===== config.mk =====
export PLATFORM = sky130hd
export DESIGN_NAME = rci_decoder_top
export DESIGN_NICKNAME = d
export VERILOG_FILES = /design/src/rtl/rci_pkg.sv /design/src/rtl/rci_debounce.sv /design/src/rtl/rci_map_regs.sv /design/src/rtl/rci_arbiter.sv /design/src/rtl/rci_decoder_top.sv
export SDC_FILE = /design/constraint.sdc
export NUM_CORES = 1
export LEC_CHECK = 0
export BUFFER_PORTS_ARGS = -buffer_cell sky130_fd_sc_hd__buf_2
export CORE_UTILIZATION = 40
export DETAILED_ROUTE_END_ITERATION = 10
export MAX_ROUTING_LAYER = met4
export PLACE_DENSITY_LB_ADDON = 0.15
export SLEW_MARGIN = 0
export SYNTH_ARGS = -nofsm -noshare
export SYNTH_HDL_FRONTEND = slang
export SYNTH_SLANG_ARGS = --single-unit

===== constraint.sdc =====
create_clock -name clk_i -period 4.05 [get_ports clk_i]
set_input_delay 0.81 -clock clk_i [delete_from_list [all_inputs] [get_ports clk_i]]
set_output_delay 0.81 -clock clk_i [all_outputs]
set_load 0.05 [all_outputs]

===== src/rtl/rci_pkg.sv =====
package rci_pkg;
  localparam int CODE_W = 5;
  localparam int IDX_W  = 3;

  localparam logic [CODE_W-1:0] CMD_NONE     = 5'd0;
  localparam logic [CODE_W-1:0] CMD_USER_PST = 5'd1;
  localparam logic [CODE_W-1:0] CMD_FACT_PST = 5'd2;
  localparam logic [CODE_W-1:0] CMD_BYPASS   = 5'd3;
  localparam logic [CODE_W-1:0] CMD_TONE     = 5'd4;
  localparam logic [CODE_W-1:0] CMD_EXIT     = 5'd5;
  localparam logic [CODE_W-1:0] CMD_STEREO   = 5'd6;
  localparam logic [CODE_W-1:0] CMD_MONO_L   = 5'd7;
  localparam logic [CODE_W-1:0] CMD_MONO_R   = 5'd8;
  localparam logic [CODE_W-1:0] CMD_MONO_SUM = 5'd9;
  localparam logic [CODE_W-1:0] CMD_IN_ANA   = 5'd10;
  localparam logic [CODE_W-1:0] CMD_IN_DIG   = 5'd11;
  localparam logic [CODE_W-1:0] CMD_LAST     = CMD_IN_DIG;

  typedef enum logic [1:0] {
    MODE_NORMAL = 2'd0,
    MODE_BYPASS = 2'd1,
    MODE_TONE   = 2'd2
  } mode_e;

  function automatic logic code_bound(input logic [CODE_W-1:0] c);
    return (c != CMD_NONE) && (c <= CMD_LAST);
  endfunction

  function automatic logic code_is_preset(input logic [CODE_W-1:0] c);
    return (c == CMD_USER_PST) || (c == CMD_FACT_PST);
  endfunction
endpackage


===== src/rtl/rci_debounce.sv =====
module rci_debounce #(
  parameter int DEB_CYCLES = 16384
) (
  input  logic clk_i,
  input  logic rst_ni,
  input  logic line_ni,
  output logic press_o
);
  localparam int CNT_W = (DEB_CYCLES > 1) ? $clog2(DEB_CYCLES) : 1;
  localparam logic [CNT_W-1:0] CNT_MAX = CNT_W'(DEB_CYCLES - 1);

  logic sync1_q, sync2_q, stable_q, press_q;
  logic [CNT_W-1:0] cnt_q;

  always_ff @(posedge clk_i or negedge rst_ni) begin
    if (!rst_ni) begin
      sync1_q  <= 1'b1;
      sync2_q  <= 1'b1;
      stable_q <= 1'b1;
      press_q  <= 1'b0;
      cnt_q    <= '0;
    end else begin
      sync1_q <= line_ni;
      sync2_q <= sync1_q;
      press_q <= 1'b0;
      if (sync2_q != stable_q) begin
        if (cnt_q == CNT_MAX) begin
          stable_q <= sync2_q;
          press_q  <= stable_q;  // high-to-low accepted
          cnt_q    <= '0;
        end else begin
          cnt_q <= cnt_q + 1'b1;
        end
      end else begin
        cnt_q <= '0;
      end
    end
  end

  assign press_o = press_q;
endmodule


===== src/rtl/rci_map_regs.sv =====
module rci_map_regs #(
  parameter int N_IN = 8
) (
  input  logic clk_i,
  input  logic rst_ni,
  input  logic wr_en_i,
  input  logic [$clog2(N_IN)-1:0] wr_sel_i,
  input  logic [rci_pkg::CODE_W-1:0] wr_code_i,
  input  logic [rci_pkg::IDX_W-1:0] wr_preset_i,
  output logic [N_IN-1:0][rci_pkg::CODE_W-1:0] code_o,
  output logic [N_IN-1:0][rci_pkg::IDX_W-1:0] preset_o,
  output logic [N_IN-1:0] bound_o
);
  localparam int SEL_W = $clog2(N_IN);

  for (genvar g = 0; g < N_IN; g++) begin : g_slot
    always_ff @(posedge clk_i or negedge rst_ni) begin
      if (!rst_ni) begin
        code_o[g]   <= rci_pkg::CMD_NONE;
        preset_o[g] <= '0;
      end else if (wr_en_i && wr_sel_i == SEL_W'(g)) begin
        code_o[g]   <= wr_code_i;
        preset_o[g] <= wr_preset_i;
      end
    end
    assign bound_o[g] = rci_pkg::code_bound(code_o[g]);
  end
endmodule


===== src/rtl/rci_arbiter.sv =====
module rci_arbiter #(
  parameter int N_IN = 8
) (
  input  logic clk_i,
  input  logic rst_ni,
  input  logic [N_IN-1:0] req_i,
  output logic gnt_valid_o,
  output logic [$clog2(N_IN)-1:0] gnt_idx_o
);
  localparam int SEL_W = $clog2(N_IN);

  logic [N_IN-1:0] pend_q, all_req, gnt_oh;

  assign all_req = pend_q | req_i;

  always_comb begin
    gnt_idx_o = '0;
    gnt_oh    = '0;
    for (int i = N_IN - 1; i >= 0; i--) begin
      if (all_req[i]) begin
        gnt_idx_o = SEL_W'(i);
        gnt_oh    = N_IN'(1) << i;
      end
    end
  end

  assign gnt_valid_o = |all_req;

  always_ff @(posedge clk_i or negedge rst_ni) begin
    if (!rst_ni) pend_q <= '0;
    else         pend_q <= all_req & ~gnt_oh;
  end
endmodule


===== src/rtl/rci_decoder_top.sv =====
module rci_decoder_top #(
  parameter int N_IN       = 8,
  parameter int DEB_CYCLES = 16384
) (
  input  logic clk_i,
  input  logic rst_ni,
  input  logic [N_IN-1:0] contact_ni,
  input  logic wr_en_i,
  input  logic [$clog2(N_IN)-1:0] wr_sel_i,
  input  logic [rci_pkg::CODE_W-1:0] wr_code_i,
  input  logic [rci_pkg::IDX_W-1:0] wr_preset_i,
  output logic cmd_valid_o,
  output logic [rci_pkg::CODE_W-1:0] cmd_code_o,
  output logic [rci_pkg::IDX_W-1:0] cmd_preset_o,
  output logic [1:0] mode_o
);
  import rci_pkg::*;
  localparam int SEL_W = $clog2(N_IN);

  logic [N_IN-1:0] press, bound;
  logic [N_IN-1:0][CODE_W-1:0] map_code;
  logic [N_IN-1:0][IDX_W-1:0] map_pst;
  logic gnt_valid;
  logic [SEL_W-1:0] gnt_idx;

  for (genvar g = 0; g < N_IN; g++) begin : g_line
    rci_debounce #(.DEB_CYCLES(DEB_CYCLES)) u_deb (
      .clk_i(clk_i), .rst_ni(rst_ni), .line_ni(contact_ni[g]), .press_o(press[g])
    );
  end

  rci_map_regs #(.N_IN(N_IN)) u_map (
    .clk_i(clk_i), .rst_ni(rst_ni), .wr_en_i(wr_en_i), .wr_sel_i(wr_sel_i),
    .wr_code_i(wr_code_i), .wr_preset_i(wr_preset_i),
    .code_o(map_code), .preset_o(map_pst), .bound_o(bound)
  );

  rci_arbiter #(.N_IN(N_IN)) u_arb (
    .clk_i(clk_i), .rst_ni(rst_ni), .req_i(press & bound),
    .gnt_valid_o(gnt_valid), .gnt_idx_o(gnt_idx)
  );

  mode_e mode_q, mode_d;
  logic valid_q, valid_d;
  logic [CODE_W-1:0] code_q, sel_code;
  logic [IDX_W-1:0] pst_q, sel_pst;

  assign sel_code = map_code[gnt_idx];
  assign sel_pst  = code_is_preset(sel_code) ? map_pst[gnt_idx] : '0;

  always_comb begin
    mode_d  = mode_q;
    valid_d = 1'b0;
    // binding may change while queued; recheck
    if (gnt_valid && code_bound(sel_code)) begin
      valid_d = 1'b1;
      unique case (sel_code)
        CMD_BYPASS: mode_d = MODE_BYPASS;
        CMD_TONE:   mode_d = MODE_TONE;
        CMD_EXIT: begin
          if (mode_q == MODE_NORMAL) valid_d = 1'b0;
          else                       mode_d  = MODE_NORMAL;
        end
        default: ;
      endcase
    end
  end

  always_ff @(posedge clk_i or negedge rst_ni) begin
    if (!rst_ni) begin
      mode_q  <= MODE_NORMAL;
      valid_q <= 1'b0;
      code_q  <= CMD_NONE;
      pst_q   <= '0;
    end else begin
      mode_q  <= mode_d;
      valid_q <= valid_d;
      if (valid_d) begin
        code_q <= sel_code;
        pst_q  <= sel_pst;
      end
    end
  end

  assign cmd_valid_o  = valid_q;
  assign cmd_code_o   = code_q;
  assign cmd_preset_o = pst_q;
  assign mode_o       = mode_q;
endmodule


==> key figures <==
Critical path
  – Crit path cell chain: or4_1 > a41oi_2 > o21ai_1 > a22oi_2 > buf_4 > mux2i_1 > a211oi_4 > nand2_2 > o31ai_2 > a21oi_4 > o22ai_1
  – Crit path capture: cmd_preset_o[0]$_DFFE_PN0P_
  – Worst r2r path cells: 11
  – Reg2Reg Launch Point: u_map.code_o[26]$_DFFE_PN0P_
  – CP max stage cell: or4_1
  – Largest fanout on the critical path: 8
  – Largest stage delay, worst path: approximately 570 ps
  – Reg2Reg Setup Slack: between 500 and 600 ps
  – Startpoint type of the worst setup path: register
  – CP endpoint kind: register
  – Type of the worst setup path: register to register
  – Critical path launch point: u_map.code_o[26]$_DFFE_PN0P_
  – Reg-to-reg endpoint: cmd_preset_o[0]$_DFFE_PN0P_
  – Worst Path Required: between 4000 and 5000 ps
  – WP data arrival: a little under 4000 ps

Global routing
  – Grt total ovfl: 0
  – Busiest layer in global routing: met2
  – First-pass GRT wire length: about 35 mm
  – Number of global-route vias before repair: between 6000 and 7000
  – GR Util All Layers: 0.1667
  – Met3 Track Usage GR: 0.02590
  – Met2 GRT Util: 0.2497
  – Initial antenna violation count: 1
  – M1 GR Usage: 0.2361
  – Largest net degree at the start of global routing: around 110

Finish
  – Layout cells sized above 1: 0.2227
  – Fillers: roughly 2300
  – Layout Utilization: 0.4700
  – Final net count: 989
  – Area Overhead vs Synth: 14.65%

STA
  – Final worst setup slack: 567.0 ps
  – Slew Limit Fails: 0
  – Setup repair after global routing missed its margin: no
  – Hold Vio Cnt, Final: 0
  – Final hold slack: around 320 ps
  – Setup violations, final: 0
  – Rel. slew slack: 0.4201
  – Final period utilization: 0.8600
  – Maximum clock frequency: between 0.2 and 0.3 GHz
  – Min Tclk post-route: approximately 3500 ps
  – Worst slew pin tran: around 870 ps
  – TNS Setup: 0 ps
  – Setup Skew: between 10 and 15 ps

Clock tree
  – Hold-fix buffers, CTS: 0
  – Clock tree buffer depth: 3
  – Worst skew pair latency: approximately 520 ps
  – Resized cells post-CTS: 0
  – Clock root cell: clkbuf_16
  – CTS tree: done
  – CTS clk-pin slew, worst paths: about 60 ps
  – H-tree levels: 1
  – Total CTS buffers: 26
  – Sink Count: ~230
  – Post-CTS Setup Bufs: 0

Placed design
  – DP HPWL: between 10 and 15 mm
  – I/O Buffers: 32
  – Gpl congestion: between 0.8 and 0.9
  – Place WS: roughly 620 ps

Yosys
  – Netlist cell types: 71
  – Syn nets: approximately 940
  – EDFF count, synth: 0
  – YS warnings: 0
  – Seq cells post-synth: 226
  – Seq/Total Area, Yosys: 0.5476
  – Synth Flop Type: dfrtp_1
  – Post-Synthesis Cells: 906
  – Ys async rst share: 1.000
  – Post-Syn Area: approximately 0.010 sq mm
  – Syn_area_per_cell: about 11 sq um

Run status
  – Status: finished clean

Detailed routing
  – Vias per inst: just over 5
  – Vias after detailed routing: 6621
  – Post-route ant nets: 0
  – Drt first pass iters: 4
  – Avg WL per Cell: between 15 and 20 microns
  – Iter 0 DRT Violations: roughly 420
  – Routed wire length: ~20 mm
  – Drt drc: 0

Hold path
  – Hold Crit Class: input pin to async pin

Floorplanning
  – Die footprint: 0.02660 sq mm
  – Row count: 58
  – Horiz. Die Dim: between 150 and 200 microns
  – I/O pin total: 33
  – Vert. Die Dim: 163.1 microns
  – Initial Util: 0.4099
  – Core box area: between 0.02 and 0.03 sq mm

Power and ir drop
  – Design Power: ~5.5 mW
  – Worst IR Drop VDD: approximately 330 uV
  – Pwr per Cell Area: approximately 460 mW/mm^2
  – Lkg Pwr: ~5.3 nW

Run
  – Max-Cap Viols: 0
cells in the final DEF (no fill, tap or decap), drive strengths merged, types with 4 or more instances in the layout:
cell    instances
clkinv          4
nand2          65
a31o            6
mux4            6
o22ai           6
xor2           62
and2           24
mux2           67
buf            41
nand4          21
a211oi          4
o21ai          15
nor2b           7
a31oi           8
nor3            4
and3           24
nor2          142
nand3          47
nor3b          10
mux2i          10
clkbuf         40
inv            19
ha              8
a21oi          12
or4             9
xnor2          44
dfrtp         202
o211ai          4
dfstp          24
and4            8
power by group:
part | switching (mW) | leakage, nW | internal (mW)
clock network | 0.911 | 0.454 | 1.55
logic | 0.238 | 1.88 | 0.219
registers | 0.138 | 2.93 | 2.43
total | 1.29 | 5.26 | 4.21
worst max-delay path: cells and delay by family, from the launching register on:
kind,cells,cell delay (ps)
simple gates,2,700
flops,1,380
buf+inv,1,270
mux,1,150
compound gates,7,1900
cells in the mapped netlist (11+ instances only):
library cell / number / share of area
dfrtp_1: 202 / 0.49
nor2_1: 140 / 0.051
mux2_2: 67 / 0.073
nand2_1: 62 / 0.022
xor2_1: 62 / 0.052
nand3_1: 46 / 0.022
xnor2_1: 44 / 0.037
dfstp_2: 24 / 0.061
and2_1: 23 / 0.014
and3_1: 23 / 0.014
nand4_1: 21 / 0.013
inv_1: 19 / 0.0069
clkbuf_1: 13 / 0.0047
a21oi_1: 11 / 0.0053
cell families (layout without fill, tap and decap cells):
kind of cell | Yosys count | in the layout | share of synthesized area
AND/OR/NAND/NOR | 371 | 371 | 0.1788
flip-flops | 226 | 226 | 0.5476
XOR/XNOR | 106 | 106 | 0.08942
multiplexers | 83 | 83 | 0.09532
AO/OA/AOI/OAI | 77 | 77 | 0.06472
buffers and inverters | 35 | 108 | 0.01446
adder cells (fa/ha/maj) | 8 | 8 | 0.009641
other | 0 | 1 | 0
sequential cells by signal (all words and copies together) (netlist names):
| signal | cells |
|---|---|
| g_line.u_deb.cnt_q | 112 |
| cmd_code_o | 5 |
| cmd_preset_o | 3 |
| g_line.u_deb.press_o | 8 |
| g_line.u_deb.sync1_q | 8 |
| cmd_valid_o | 1 |
| g_line.u_deb.sync2_q | 8 |
| mode_o | 2 |
| g_line.u_deb.stable_q | 8 |
| u_map.code_o | 40 |
| u_map.preset_o | 24 |
| u_arb.pend_q | 7 |
worst min-delay path by stage:
stage / start / endpoint / cells after the start
2_1_floorplan: g_line[0].u_deb.sync1_q$_DFF_PN1_ / g_line[0].u_deb.sync2_q$_DFF_PN1_ / 0
3_3_place_gp: g_line[7].u_deb.sync1_q$_DFF_PN1_ / g_line[7].u_deb.sync2_q$_DFF_PN1_ / 0
3_5_place_dp: g_line[1].u_deb.sync1_q$_DFF_PN1_ / g_line[1].u_deb.sync2_q$_DFF_PN1_ / 0
4_1_cts: g_line[7].u_deb.sync1_q$_DFF_PN1_ / g_line[7].u_deb.sync2_q$_DFF_PN1_ / 0
5_1_grt: g_line[7].u_deb.sync1_q$_DFF_PN1_ / g_line[7].u_deb.sync2_q$_DFF_PN1_ / 0
6_report: rst_ni / g_line[5].u_deb.cnt_q[0]$_DFF_PN0_ / 1
final cells by class:
| class | instances | area [sq um] | share of cell area |
|---|---|---|---|
| diodes | 1 | 2.502 | 0.0002102 |
| clock buffers | 40 | 804.5 | 0.06758 |
| clock inverters | 8 | 117.6 | 0.009880 |
| inverters | 19 | 71.32 | 0.005991 |
| multi-input cells | 645 | 4547 | 0.3820 |
| flip-flops and latches | 226 | 5685 | 0.4776 |
| well taps | 330 | 412.9 | 0.03469 |
| repair buffers | 41 | 262.8 | 0.02207 |
layer usage:
layer	wire length, microns	share of wire
met5	0	0
met4	374	0.019
met3	732	0.036
met2	8974	0.44
met1	10120	0.50
through the flow:
| step | std cells | instance area (sq um) |
|---|---|---|
| after floorplan | 906 | 10380 |
| after global placement | 1261 | 10980 |
| after detailed placement | 1261 | 10980 |
| after CTS | 1309 | 11900 |
| after global routing | 1310 | 11900 |
| final | 1310 | 11900 |
(Power assumes the default switching activity.)
